**src/rtl/dptr_pkg.sv**
```systemverilog
package dptr_pkg;

  typedef enum logic [2:0] {
    OP_NONE  = 3'd0,
    OP_XMOVE = 3'd1,
    OP_CREAD = 3'd2,
    OP_PINC  = 3'd3,
    OP_LOAD  = 3'd4
  } dptr_op_e;

  // configuration bit positions (decoded by the core's software)
  localparam int unsigned CFG_UPD1 = 7;
  localparam int unsigned CFG_UPD0 = 6;
  localparam int unsigned CFG_DEC1 = 5;
  localparam int unsigned CFG_DEC0 = 4;
  localparam int unsigned CFG_SIG  = 3;
  localparam int unsigned CFG_SEL  = 2;
  localparam logic [7:0] CFG_WMASK = 8'hFC;

  localparam int unsigned NPTR = 2;

endpackage

```
**src/rtl/dptr_cfg_reg.sv**
```systemverilog
module dptr_cfg_reg
  import dptr_pkg::*;
(
  input  logic       clk,
  input  logic       rst_n,
  input  logic       cfg_we,
  input  logic [7:0] cfg_wdata,
  input  logic       mode_we,
  input  logic       redir_wdata,
  output logic [7:0] cfg_q,
  output logic       redir_q,
  output logic [NPTR-1:0] upd_en,
  output logic [NPTR-1:0] dec_en,
  output logic       sig_en,
  output logic       sel
);

  always_ff @(posedge clk) begin
    if (!rst_n) begin
      cfg_q   <= 8'h00;
      redir_q <= 1'b0;
    end else begin
      if (cfg_we)  cfg_q   <= cfg_wdata & CFG_WMASK;
      if (mode_we) redir_q <= redir_wdata;
    end
  end

  assign upd_en = {cfg_q[CFG_UPD1], cfg_q[CFG_UPD0]};
  assign dec_en = {cfg_q[CFG_DEC1], cfg_q[CFG_DEC0]};
  assign sig_en = cfg_q[CFG_SIG];
  assign sel    = cfg_q[CFG_SEL];

endmodule

```
**src/rtl/dptr_route.sv**
```systemverilog
module dptr_route
  import dptr_pkg::*;
#(
  parameter int unsigned AW = 16
) (
  input  logic [2:0]    op_code,
  input  logic          op_alt,
  input  logic          sel,
  input  logic          sig_en,
  input  logic          redir,
  input  logic          iap_req,
  input  logic [AW-1:0] p0,
  input  logic [AW-1:0] p1,
  output logic          ref_idx,
  output logic [AW-1:0] eff_addr,
  output logic          is_access,
  output logic          is_inc,
  output logic          is_load,
  output logic          use_b,
  output logic          mem_sig
);

  dptr_op_e op;

  always_comb begin
    case (op_code)
      3'd1:    op = OP_XMOVE;
      3'd2:    op = OP_CREAD;
      3'd3:    op = OP_PINC;
      3'd4:    op = OP_LOAD;
      default: op = OP_NONE;
    endcase
  end

  assign ref_idx   = sel ^ op_alt;
  assign eff_addr  = ref_idx ? p1 : p0;
  assign is_access = (op == OP_XMOVE) || (op == OP_CREAD);
  assign is_inc    = (op == OP_PINC);
  assign is_load   = (op == OP_LOAD);
  assign use_b     = (op == OP_XMOVE) && redir && ref_idx;
  assign mem_sig   = sig_en && ((op == OP_CREAD) || iap_req);

endmodule

```
**src/rtl/dptr_reg.sv**
```systemverilog
module dptr_reg #(
  parameter int unsigned AW = 16
) (
  input  logic          clk,
  input  logic          rst_n,
  input  logic          step_en,
  input  logic          step_dec,
  input  logic          load_en,
  input  logic [AW-1:0] load_val,
  input  logic          bwe,
  input  logic          bhi,
  input  logic [7:0]    bdata,
  output logic [AW-1:0] q,
  output logic          stepped
);

  localparam int unsigned HW = AW - 8;

  function automatic logic [AW-1:0] step_val(input logic [AW-1:0] v, input logic dn);
    return dn ? v - AW'(1) : v + AW'(1);
  endfunction

  logic [AW-1:0] q_next;

  always_comb begin
    q_next = q;
    if (bwe) begin
      if (bhi) q_next[AW-1:8] = HW'(bdata);
      else     q_next[7:0]    = bdata;
    end else if (load_en) begin
      q_next = load_val;
    end else if (step_en) begin
      q_next = step_val(q, step_dec);
    end
  end

  assign stepped = step_en && !bwe && !load_en;

  always_ff @(posedge clk) begin
    if (!rst_n) q <= '0;
    else        q <= q_next;
  end

endmodule

```
**src/rtl/dual_dptr_unit.sv**
```systemverilog
module dual_dptr_unit
  import dptr_pkg::*;
#(
  parameter int unsigned AW = 16
) (
  input  logic          clk,
  input  logic          rst_n,
  input  logic [2:0]    op_code,
  input  logic          op_alt,
  input  logic [AW-1:0] load_value,
  input  logic          iap_req,
  input  logic          cfg_we,
  input  logic [7:0]    cfg_wdata,
  input  logic          mode_we,
  input  logic          redir_wdata,
  input  logic          ptr_we,
  input  logic          ptr_idx,
  input  logic          ptr_hi,
  input  logic [7:0]    ptr_wdata,
  output logic [AW-1:0] eff_addr,
  output logic          mem_sig,
  output logic          use_b,
  output logic [7:0]    cfg_rdata,
  output logic          redir_b,
  output logic [AW-1:0] ptr0_q,
  output logic [AW-1:0] ptr1_q
);

  logic [NPTR-1:0] upd_en, dec_en;
  logic            sig_en, sel;
  logic            ref_idx, is_access, is_inc, is_load;
  logic [AW-1:0]   ptr_q [NPTR];
  logic [NPTR-1:0] step_fire;

  dptr_cfg_reg u_cfg (
    .clk(clk), .rst_n(rst_n),
    .cfg_we(cfg_we), .cfg_wdata(cfg_wdata),
    .mode_we(mode_we), .redir_wdata(redir_wdata),
    .cfg_q(cfg_rdata), .redir_q(redir_b),
    .upd_en(upd_en), .dec_en(dec_en), .sig_en(sig_en), .sel(sel)
  );

  dptr_route #(.AW(AW)) u_route (
    .op_code(op_code), .op_alt(op_alt), .sel(sel), .sig_en(sig_en),
    .redir(redir_b), .iap_req(iap_req),
    .p0(ptr_q[0]), .p1(ptr_q[1]),
    .ref_idx(ref_idx), .eff_addr(eff_addr),
    .is_access(is_access), .is_inc(is_inc), .is_load(is_load),
    .use_b(use_b), .mem_sig(mem_sig)
  );

  for (genvar i = 0; i < NPTR; i++) begin : g_ptr
    logic hit;
    assign hit = (ref_idx == 1'(i));
    dptr_reg #(.AW(AW)) u_reg (
      .clk(clk), .rst_n(rst_n),
      .step_en(hit && ((is_access && upd_en[i]) || is_inc)),
      .step_dec(dec_en[i]),
      .load_en(hit && is_load),
      .load_val(load_value),
      .bwe(ptr_we && (ptr_idx == 1'(i))),
      .bhi(ptr_hi),
      .bdata(ptr_wdata),
      .q(ptr_q[i]),
      .stepped(step_fire[i])
    );
  end

  assign ptr0_q = ptr_q[0];
  assign ptr1_q = ptr_q[1];

endmodule

```
**config.mk**
```make
export PLATFORM = sky130hd
export DESIGN_NAME = dual_dptr_unit
export DESIGN_NICKNAME = d
export VERILOG_FILES = /design/src/rtl/dptr_pkg.sv /design/src/rtl/dptr_cfg_reg.sv /design/src/rtl/dptr_route.sv /design/src/rtl/dptr_reg.sv /design/src/rtl/dual_dptr_unit.sv
export SDC_FILE = /design/constraint.sdc
export NUM_CORES = 1
export LEC_CHECK = 0
export BUFFER_PORTS_ARGS = -buffer_cell sky130_fd_sc_hd__buf_4
export CORE_UTILIZATION = 40
export DETAILED_ROUTE_END_ITERATION = 12
export PLACE_DENSITY = 0.68
export SLEW_MARGIN = 15
export SYNTH_ARGS = -nofsm -noshare
export SYNTH_HDL_FRONTEND = slang
export SYNTH_HIERARCHICAL = 1
export SYNTH_SLANG_ARGS = --single-unit
```
**constraint.sdc**
```tcl
create_clock -name clk -period 3.5 [get_ports clk]
set_clock_uncertainty 0.15 [all_clocks]
set_input_delay 0.35 -clock clk [delete_from_list [all_inputs] [get_ports clk]]
set_output_delay 0.35 -clock clk [all_outputs]
set_load 0.05 [all_outputs]
```
==> results.cfg, run 1 <==
[layout]
instances_no_fill = 704
area_growth_syn_to_layout_pct = 23.9
layout_cell_share_with_drive_strength_beyond_1 = 0.252
layout.cells.most_common_list = sky130_fd_sc_hd__buf_4 (104), sky130_fd_sc_hd__a21oi_1 (53), sky130_fd_sc_hd__nand2_1 (53)
num_antenna_cells = 0
filler_cell_count = 904
post-route-util = 0.511
nNetsFinal = 649
layout.cells.most_common = sky130_fd_sc_hd__buf_4

[critical_path]
critical-path-slowest-cell = sky130_fd_sc_hd__dfxtp_1
critical_path.startpoint_type = flop
critical-path-max-stage-delay_ns = 0.76
critical_path_required_ns = 3.55
critical_path_peak_fanout = 14
reg2reg_to = g_ptr[1].u_reg/q[14]
r2r_setup_slack_ns = 0.61
crit_path_cell_trace = ha_1, a21o_1, a221oi_2, o21ai_2, a221oi_2, xnor2_1, o311a_1
regToRegStartpoint = u_cfg/cfg_q[5]
rr_worst_depth = 7
critical_path_arrival_ns = 2.93
cell_seen_most_often_among_critical_path_stages = sky130_fd_sc_hd__a221oi_2
crit_path_category = reg2reg
timing.critical_path.to_type = flop

[worst_hold_path]
hold_path_start = cfg_wdata[5]
worstHoldEndpoint = u_cfg/cfg_q[5]
timing.hold.worst_path_depth = 3
timing.hold.worst.class = in2reg

[global_routing]
first_global_vias = 3809
globalRoute.totalOverflow = 0
grt_usage = 0.253
grt_start_max_net_pins = 32
grt_pass1_wl_mm = 19.6
initial_antenna_violation_count = 0

[clocking]
postCtsSetupRepairBufs = 0
ctsHoldBuffers = 0
clock_latency_ns = 0.30
clkSlewWorstSetupHoldPaths_ns = 0.08
cts_root_buffer = sky130_fd_sc_hd__clkbuf_8
cts_resized = 0
cts_htree_levels = 2
cts_tree = done
numCtsBuffers = 5
clockBufferDepth = 2
clkSinkCount = 39

[yosys]
yosys_warns = 6
synth.top_cell.area_share = 0.205
synthDistinctLibCells = 66
main_combinational_cell_family_by_area_after_synthesis = compound AO/OA/AOI/OAI gates
yosysTopAreaCell = sky130_fd_sc_hd__dfxtp_1
synth-edff-count = 0
post_synth_adder_cell_area = 0.102
syn-instance-count = 488
synth.avg_cell_area_sq_um = 7.82
post_synth_xor_area_fraction = 0.0623
ys_ff_latch = 39
share_of_synthesized_cell_area_in_and_or_nand_and_nor_gates = 0.188
async_flop_share = 0
synthFlopType = sky130_fd_sc_hd__dfxtp_1
synth-compound-area-share = 0.297
post_synth_mux_area_share = 0.0892
synth.area.top_cells = sky130_fd_sc_hd__dfxtp_1 (20%), sky130_fd_sc_hd__ha_1 (9.2%), sky130_fd_sc_hd__a21oi_1 (7.0%)
syn_area_sq_mm = 0.00381
ys_seq_area_frac = 0.205

[floorplan]
chipHeight_um = 99.7
floorplan.initialDensity = 0.413
core_area_sq_mm = 0.00924
die_width_um = 99.7
number_of_placement_rows = 35
dieArea_sq_mm = 0.00993
io_pins = 104

[timing]
finalCritPeriodShare = 0.825
unrepaired_setup_endpoints_after_global_routing = false
max_freq_ghz = 0.347
worstMarginPinSlew_ns = 0.670
finalSetupTns_ns = 0
finalCriticalPeriod_ns = 2.89
hold_violations = 0
max_slew_headroom = 0.553
final.setup.worst_slack_ns = 0.614
timing_max_transition_violations_final = 0
setup-violations-final = 0

[power]
vdd_ir_drop_max_uv = 196
power_density_mw_per_mm2 = 391
leakage_nw = 2.12

[route]
dr_total_vias = 4104
drt_first_iter_violations = 289
drt-pass1-iter-count = 5
postRouteAntennaNets = 0
drc = 0
wl_cell_um = 17.8
routed_wl_mm = 12.5
avgViaCountPerCell = 5.83

[status]
outcome = finished clean

[placed_design]
dp_hpwl_mm = 9.83
gpl.final_weighted_congestion = 0.904
detailedPlace.worstSlack_ns = 0.661
placedCellCount = 696
port_buf_inserts = 99

[flow_run]
cap_viol_max_count = 0
-- critical path: cells and delay by family (launching register included) --
kind	cells	cell delay (ns)
AOI/OAI and AO/OA	5	1.35
xor gates and xnor gates	1	0.11
DFF	1	0.76
adders and majority gates	1	0.41
-- state kept, by name (all words and copies together) (netlist names) --
signal	cells
u_cfg/cfg_q	6
u_cfg/redir_q	1
g_ptr.u_reg/q	32
-- metrics by stage --
| step | hold WS [ns] | total power [W] | cell area, sq um |
|---|---|---|---|
| after floorplan | 0.326 | 0.00119 | 3820 |
| after global placement | 0.371 | 0.00144 | 4610 |
| after detailed placement | 0.375 | 0.00145 | 4610 |
| after CTS | 0.153 | 0.00185 | 4730 |
| after global routing | 0.152 | 0.00194 | 4730 |
| final | 0.154 | 0.00185 | 4730 |
-- Yosys cell counts, drive strengths merged, types with 3 or more instances --
cell     n
a221oi   5
mux2    16
o21a     5
nor2b   15
xor2     9
and2     5
a31oi    7
o22ai    4
inv     15
buf     14
a21boi   3
nor2    27
a31o     3
nand4    4
a21oi   55
mux2i   13
a211oi   7
a21o    11
dfxtp   39
xnor2   16
o21ai   40
nand2   53
clkbuf  12
and3     3
nand2b  10
ha      28
nor3     8
o211ai  12
nand3   13
a311oi   5
-- kinds of logic (layout without fill, tap and decap cells) --
family          after synthesis  after routing
flops                        39             39
xor+xnor                     25             25
compound gates              174            174
simple gates                148            148
mux                          29             29
fa+ha+maj                    30             30
buf+inv                      42            128
other cells                   1              2
-- per-layer routing --
metal / GRT usage / up-vias / wire length, um
met4: 0.0781 / 0 / 263
met1: 0.353 / 1889 / 5570
met5: 0 / - / 0
li1: - / 1968 / -
met2: 0.402 / 222 / 5560
met3: 0.0344 / 25 / 1150
-- layout make-up --
cell class,instances,area (sq um),area share
timing repair buffer,104,781,0.165
clock buffer,6,82.6,0.0175
inverter,16,60.1,0.0127
clock inverter,2,35.0,0.00741
tap,129,161,0.0342
multi-input combinational,408,2830,0.598
sequential,39,781,0.165
-- report_power, final --
part           internal [W]  switching [W]
sequential         0.000487      0.0000698
clock              0.000231       0.000170
combinational      0.000324       0.000565
-- worst max-delay path by stage --
stage	slack [ns]	cells after the start	end	startpoint
2_1_floorplan	0.73	8	g_ptr[1].u_reg/q[14]	u_cfg/cfg_q[5]
3_3_place_gp	0.67	7	g_ptr[1].u_reg/q[12]	u_cfg/cfg_q[5]
3_5_place_dp	0.66	7	g_ptr[1].u_reg/q[14]	u_cfg/cfg_q[5]
4_1_cts	0.63	7	g_ptr[1].u_reg/q[14]	u_cfg/cfg_q[5]
5_1_grt	0.48	8	g_ptr[1].u_reg/q[14]	u_cfg/cfg_q[5]
6_report	0.61	7	g_ptr[1].u_reg/q[14]	u_cfg/cfg_q[5]
(Power assumes the default switching activity.)
==> run 2: changes to the inputs <==
--- a/config.mk
+++ b/config.mk
@@ -5,10 +5,11 @@
 export SDC_FILE = /design/constraint.sdc
 export NUM_CORES = 1
 export LEC_CHECK = 0
+export ABC_AREA = 1
 export BUFFER_PORTS_ARGS = -buffer_cell sky130_fd_sc_hd__buf_4
 export CORE_UTILIZATION = 40
 export DETAILED_ROUTE_END_ITERATION = 12
-export PLACE_DENSITY = 0.68
+export PLACE_DENSITY = 0.69
 export SLEW_MARGIN = 15
 export SYNTH_ARGS = -nofsm -noshare
 export SYNTH_HDL_FRONTEND = slang
==> constraint.sdc (replaced) <==
create_clock -name clk -period 2.65 [get_ports clk]
set_clock_uncertainty 0.15 [all_clocks]
set_input_delay 0.265 -clock clk [delete_from_list [all_inputs] [get_ports clk]]
set_output_delay 0.265 -clock clk [all_outputs]
set_load 0.05 [all_outputs]
==> run 2 against run 1 <==
  * Via count increased by 20%
  * Maximum frequency increased by 24%
  * Worst setup slack got worse by 0.28 ns
  * Register-to-register slack got worse by 0.28 ns
  * Sequential share of layout area decreased by 1.2 points
  * Cell area increased by 8.2%
  * Non-clock buffer count decreased by 1
  * Core utilization decreased by 1.4 points
  * Hold slack got worse by 0.10 ns
  * Largest power group unchanged
==> results.cfg, run 2 <==
[critical_path]
critical_path_peak_fanout = 15
reg2reg_to = g_ptr[1].u_reg/q[14]
rr_worst_depth = 12
regToRegStartpoint = u_cfg/cfg_q[5]
critPathBufInv = 1
crit_path_cell_trace = buf_4, ha_1, nand2_1, nand2_1, nand2_1, nand2_1, a21oi_1, nand2_1, nand2_1, nand3_1, nand2_1, a21oi_1
critical_path_arrival_ns = 2.35
cell_seen_most_often_among_critical_path_stages = sky130_fd_sc_hd__nand2_1
r2r_setup_slack_ns = 0.33
crit_path_category = reg2reg
critical-path-max-stage-delay_ns = 0.72
timing.critical_path.max_delay_family = flip-flops
critical_path_required_ns = 2.68
worstSetupPathDepth = 12
timing.critical_path.to_type = flop
critical_path.startpoint_type = flop
critical-path-slowest-cell = sky130_fd_sc_hd__dfxtp_1
worstSetupStartpoint = u_cfg/cfg_q[5]
cp-endpoint = g_ptr[1].u_reg/q[14]

[global_routing]
initial_antenna_violation_count = 0
grt_pass1_wl_mm = 20.6
globalRoute.totalOverflow = 0
first_global_vias = 4298
grt_start_max_net_pins = 40
grt_usage = 0.234

[power]
seq_power_share = 0.318
leakage_nw = 3.02
vdd_ir_drop_max_uv = 237
combPwrFrac = 0.500
clockPowerShare = 0.183
netSwitchingFraction = 0.464
power_density_mw_per_mm2 = 448
internal_power_w = 0.00123
total_switching_power_w = 0.00106

[route]
postRouteAntennaNets = 0
wl_cell_um = 12.9
drc = 0
drt_first_iter_violations = 308
routed_wl_mm = 12.8
drt-pass1-iter-count = 6
avgViaCountPerCell = 4.93
dr_total_vias = 4916

[layout]
largest_registers = g_ptr.u_reg/q: 32 flops, u_cfg/cfg_q: 6 flops, u_cfg/redir_q: 1 flops
layout.cells.most_common = sky130_fd_sc_hd__nand2_1
layout.cells.most_common_list = sky130_fd_sc_hd__nand2_1 (266), sky130_fd_sc_hd__inv_1 (112), sky130_fd_sc_hd__buf_4 (103)
post-route-util = 0.498
max_reg_flops = 32
instances_no_fill = 997
layout_cell_share_with_drive_strength_beyond_1 = 0.150
nNetsFinal = 936
area_growth_syn_to_layout_pct = 21.0
top_register = g_ptr.u_reg/q
num_antenna_cells = 0
filler_cell_count = 1174

[clocking]
clock_latency_ns = 0.29
clkSlewWorstSetupHoldPaths_ns = 0.08
cts_htree_levels = 2
clockBufferDepth = 2
postCtsSetupRepairBufs = 0
cts_tree = done
clkSinkCount = 39
cts_root_buffer = sky130_fd_sc_hd__clkbuf_8
numCtsBuffers = 5

[placed_design]
gpl.final_weighted_congestion = 0.878
dp_hpwl_mm = 10.2
port_buf_inserts = 99
placedCellCount = 990

[timing]
timing_max_transition_violations_final = 0
fin_hold_ws_ns = 0.0533
finalCriticalPeriod_ns = 2.32
worstMarginPinSlew_ns = 0.612
setup-violations-final = 0
max_slew_headroom = 0.592
finalSetupTns_ns = 0
max_freq_ghz = 0.431
hold_violations = 0
unrepaired_setup_endpoints_after_global_routing = false
finalCritPeriodShare = 0.875

[yosys]
yosys_warns = 6
syn-instance-count = 773
synth.avg_cell_area_sq_um = 5.47
syn_area_sq_mm = 0.00423

[worst_hold_path]
timing.hold.worst.class = in2reg

[floorplan]
io_pins = 104
number_of_placement_rows = 37
dieArea_sq_mm = 0.0110
core_area_sq_mm = 0.0103
chipHeight_um = 105
floorplan.initialDensity = 0.411
die_width_um = 105

[flow_run]
cap_viol_max_count = 0

[status]
outcome = finished clean
==> run 2: tightest hold or removal path, delay by kind of cell <==
family / cells / cell delay (ns)
AND/OR/NAND/NOR: 2 / 0.11
buffers and inverters: 1 / 0.08
==> run 2: final cells by class <==
class / instances / area, sq um / share of cell area
multi-input combinational: 592 / 2850 / 0.557
timing repair buffer: 103 / 773 / 0.151
inverter: 120 / 450 / 0.0881
tap: 136 / 170 / 0.0333
sequential: 39 / 782 / 0.153
clock buffer: 6 / 82.6 / 0.0161
clock inverter: 1 / 5.00 / 0.000979
==> run 2: through the flow <==
step / area [sq um] / setup WS [ns] / total power, W
after CTS: 5110 / 0.253 / 0.00230
after global placement: 5020 / 0.312 / 0.00188
after floorplan: 4230 / 0.373 / 0.00155
after global routing: 5110 / 0.0998 / 0.00245
final: 5110 / 0.332 / 0.00229
after detailed placement: 5020 / 0.266 / 0.00188
==> run 2: how the worst min path moves through the flow <==
| stage | start | to | cells past startpoint |
|---|---|---|---|
| 6_report | mode_we | u_cfg/redir_q | 3 |
| 5_1_grt | mode_we | u_cfg/redir_q | 3 |
| 4_1_cts | mode_we | u_cfg/redir_q | 3 |
| 3_5_place_dp | u_cfg/cfg_q[7] | u_cfg/cfg_q[7] | 2 |
| 3_3_place_gp | u_cfg/cfg_q[7] | u_cfg/cfg_q[7] | 2 |
| 2_1_floorplan | rst_n | u_cfg/cfg_q[2] | 2 |
==> run 2: layer usage <==
layer,vias up,GRT usage,routed length [um]
li1,2576,-,-
met1,2161,0.326,5950
met2,172,0.380,5790
met3,7,0.0462,1030
met4,0,0.0312,47
met5,-,0,0
==> run 2: power by group through the flow <==
stage | sequential [W] | clock [W] | combinational [W]
final | 0.000727 | 0.000418 | 0.00114
after global placement | 0.000743 | 0 | 0.00113
after detailed placement | 0.000741 | 0 | 0.00114
after CTS | 0.000729 | 0.000424 | 0.00114
after global routing | 0.000737 | 0.000449 | 0.00126
after floorplan | 0.000886 | 0 | 0.000664
==> run 2: timing repair <==
| item | 4_1_cts | 5_1_grt |
|---|---|---|
| endpoints found under the setup margin | 0 | 3 |
| resized for setup | 0 | 1 |
| hold buffers | 0 | 0 |
| hold endpoints to repair | 0 | 0 |
==> run 3: changes to the inputs <==
--- a/config.mk
+++ b/config.mk
@@ -13,5 +13,4 @@
 export SLEW_MARGIN = 15
 export SYNTH_ARGS = -nofsm -noshare
 export SYNTH_HDL_FRONTEND = slang
-export SYNTH_HIERARCHICAL = 1
 export SYNTH_SLANG_ARGS = --single-unit
==> run 3 against run 2 <==
  * Combinational power up 6%
  * Synthesized area up 3.2%
  * Power up 8.3%
  * Critical path depth down 2
  * Via count down 0.69%
  * Register-to-register slack better by 0.15 ns
  * Clock power up 32%
  * Synthesized cell count down 2.2%
  * Cell area up 3.7%
  * Critical endpoint is now g_ptr[0].u_reg.q[15]
  * Highest routed layer unchanged
==> results.cfg, run 3 <==
[timing]
hold_violations = 0
finalCritPeriodShare = 0.820
worstMarginPinSlew_ns = 0.585
unrepaired_setup_endpoints_after_global_routing = false
fin_hold_ws_ns = 0.0202
finalSetupTns_ns = 0
max_freq_ghz = 0.460
max_slew_headroom = 0.609
setup-violations-final = 0
timing_max_transition_violations_final = 0
finalCriticalPeriod_ns = 2.17
final.setup.worst_slack_ns = 0.478

[status]
outcome = finished clean

[yosys]
synth.top_cell.area_share = 0.198
synthTopCellsByCount = sky130_fd_sc_hd__nand2_1 (230), sky130_fd_sc_hd__inv_1 (119), sky130_fd_sc_hd__nor2_1 (66), sky130_fd_sc_hd__nand3_1 (52), sky130_fd_sc_hd__o21ai_1 (42)
synth-compound-area-share = 0.188
yosysTopAreaCell = sky130_fd_sc_hd__nand2_1
async_flop_share = 0
share_of_synthesized_cell_area_in_and_or_nand_and_nor_gates = 0.386
ys_seq_area_frac = 0.179
post_synth_adder_cell_area = 0.0895
ys_ff_latch = 39
synthDistinctLibCells = 44
synth_most_common_cell = sky130_fd_sc_hd__nand2_1
syn_area_sq_mm = 0.00436
synthFlopType = sky130_fd_sc_hd__dfxtp_1
post_synth_mux_area_share = 0
main_combinational_cell_family_by_area_after_synthesis = simple AND/OR/NAND/NOR gates
synth.avg_cell_area_sq_um = 5.77
synth.area.top_cells = sky130_fd_sc_hd__nand2_1 (20%), sky130_fd_sc_hd__dfxtp_1 (18%), sky130_fd_sc_hd__inv_1 (10%)
post_synth_xor_area_fraction = 0.0120
yosys_warns = 0
syn-instance-count = 756
synth-edff-count = 0

[global_routing]
globalRoute.totalOverflow = 0
first_global_vias = 4269
grt_start_max_net_pins = 40
initial_antenna_violation_count = 0
grt_pass1_wl_mm = 21.0
grt_usage = 0.236

[critical_path]
critical_path.startpoint_type = flop
timing.critical_path.to_type = flop
critical_path_arrival_ns = 2.21
critical_path_required_ns = 2.69
critical_path_peak_fanout = 9
crit_path_category = reg2reg

[layout]
max_reg_flops = 32
layout.cells.most_common_list = sky130_fd_sc_hd__nand2_1 (230), sky130_fd_sc_hd__inv_1 (119), sky130_fd_sc_hd__buf_4 (104)
filler_cell_count = 1131
num_antenna_cells = 0
layout.cells.most_common = sky130_fd_sc_hd__nand2_1
layout_cell_share_with_drive_strength_beyond_1 = 0.184
area_growth_syn_to_layout_pct = 21.5
largest_registers = g_ptr.u_reg.q: 32 flops, u_cfg.cfg_q: 6 flops, u_cfg.redir_q: 1 flops
area_occupied_by_multi_input_gates_sq_mm = 0.00295
post-route-util = 0.507
flip_flop_and_latch_area_sq_um = 781
top_register = g_ptr.u_reg.q
nNetsFinal = 921

[clocking]
cts_resized = 0
clockBufferDepth = 2
clock_latency_ns = 0.31
cts_htree_levels = 2
clkSlewWorstSetupHoldPaths_ns = 0.10
numCtsBuffers = 5
cts_root_buffer = sky130_fd_sc_hd__clkbuf_8
cts_tree = done
clkSinkCount = 39
postCtsSetupRepairBufs = 0

[route]
drt_first_iter_violations = 282
avgViaCountPerCell = 4.97
drt-pass1-iter-count = 5
drc = 0
postRouteAntennaNets = 0
wl_cell_um = 13.5
routed_wl_mm = 13.2
dr_total_vias = 4882

[power]
combPwrFrac = 0.488
total_switching_power_w = 0.00113
vdd_ir_drop_max_uv = 259
clockPowerShare = 0.222
total_power_w = 0.00248
netSwitchingFraction = 0.456
seq_power_share = 0.290
internal_power_w = 0.00135
power_density_mw_per_mm2 = 468
leakage_nw = 2.98

[floorplan]
dieArea_sq_mm = 0.0113
number_of_placement_rows = 37
chipHeight_um = 106
floorplan.initialDensity = 0.417
core_area_sq_mm = 0.0105
die_width_um = 106
io_pins = 104

[placed_design]
dp_hpwl_mm = 10.5
port_buf_inserts = 99
detailedPlace.worstSlack_ns = 0.509
gpl.final_weighted_congestion = 0.849

[flow_run]
cap_viol_max_count = 0

[worst_hold_path]
timing.hold.worst.class = in2reg
==> run 3: changes by cell type in the layout (fill, tap and decap cells not counted), moves of 4 or more <==
cell | previous run | this run
sky130_fd_sc_hd__a22oi_1 | 0 | 7
sky130_fd_sc_hd__nand2_1 | 266 | 230
sky130_fd_sc_hd__o21ai_0 | 38 | 28
sky130_fd_sc_hd__a21oi_2 | 2 | 10
sky130_fd_sc_hd__o21ai_1 | 2 | 42
sky130_fd_sc_hd__inv_1 | 112 | 119
sky130_fd_sc_hd__nor3_1 | 8 | 4
sky130_fd_sc_hd__nor2_1 | 96 | 66
sky130_fd_sc_hd__nand3_1 | 47 | 52
sky130_fd_sc_hd__a21oi_1 | 63 | 40
sky130_fd_sc_hd__o22ai_1 | 0 | 5
==> run 3: area by class of cell <==
class                   instances  area share
multi-input cells             568       0.557
repair buffers                105       0.149
flip-flops and latches         39       0.147
inverters                     127      0.0923
well taps                     136      0.0321
clock buffers                   6      0.0156
clock inverters                 2     0.00661
==> run 3: cells by family (layout without fill, tap and decap cells) <==
| family | count (synthesis) | count (layout) |
|---|---|---|
| AND/OR/NAND/NOR | 386 | 386 |
| buffers and inverters | 150 | 240 |
| AO/OA/AOI/OAI | 144 | 144 |
| flip-flops | 39 | 39 |
| adder cells (fa/ha/maj) | 30 | 30 |
| XOR/XNOR | 6 | 6 |
| other | 1 | 2 |
==> run 3: worst max-delay path: stages, from the launching register on <==
cell and delay [ns]:
sky130_fd_sc_hd__dfxtp_1 0.53, sky130_fd_sc_hd__ha_1 0.35, sky130_fd_sc_hd__or2_2 0.33, sky130_fd_sc_hd__nand3_1 0.13, sky130_fd_sc_hd__nand2_1 0.12, sky130_fd_sc_hd__nand2_1 0.11
sky130_fd_sc_hd__nand2_1 0.05, sky130_fd_sc_hd__nand2_1 0.05, sky130_fd_sc_hd__nand3_1 0.08, sky130_fd_sc_hd__nand2_1 0.10, sky130_fd_sc_hd__a21oi_2 0.05
==> run 3: final timing paths <==
path | start | endpoint | slack [ns] | depth (start not counted)
worst max register to register | u_cfg.cfg_q[4] | g_ptr[0].u_reg.q[15] | 0.48 | 10
worst min-delay path | cfg_wdata[3] | u_cfg.cfg_q[3] | 0.02 | 3
worst min register to register | u_cfg.cfg_q[7] | u_cfg.cfg_q[7] | 0.40 | 2
worst max-delay path | u_cfg.cfg_q[4] | g_ptr[0].u_reg.q[15] | 0.48 | 10
==> run 3: power groups by stage <==
| stage | clock (W) | combinational [W] | sequential (W) |
|---|---|---|---|
| after CTS | 0.000552 | 0.00121 | 0.000719 |
| after global placement | 0 | 0.00120 | 0.000732 |
| after detailed placement | 0 | 0.00121 | 0.000732 |
| after global routing | 0.000582 | 0.00132 | 0.000727 |
| final | 0.000551 | 0.00121 | 0.000718 |
| after floorplan | 0 | 0.000718 | 0.000879 |
==> run 3: stage by stage <==
| step | cell area (sq um) | std cells |
|---|---|---|
| CTS | 5300 | 983 |
| detailed placement | 5170 | 974 |
| floorplan | 4370 | 757 |
| global placement | 5170 | 974 |
| global route | 5300 | 983 |
| finish | 5300 | 983 |
==> run 3: metal layers <==
| layer | up-vias | GRT usage | share of wire |
|---|---|---|---|
| li1 | 2583 | - | - |
| met2 | 163 | 0.378 | 0.43 |
| met3 | 13 | 0.0490 | 0.080 |
| met4 | 0 | 0.0382 | 0.0082 |
| met1 | 2123 | 0.329 | 0.48 |
| met5 | - | 0 | 0 |
==> run 3: timing repair <==
item                                    4_1_cts  5_1_grt
hold buffers                                  1        0
endpoints found under the setup margin        0        0
hold endpoints to repair                      1        0
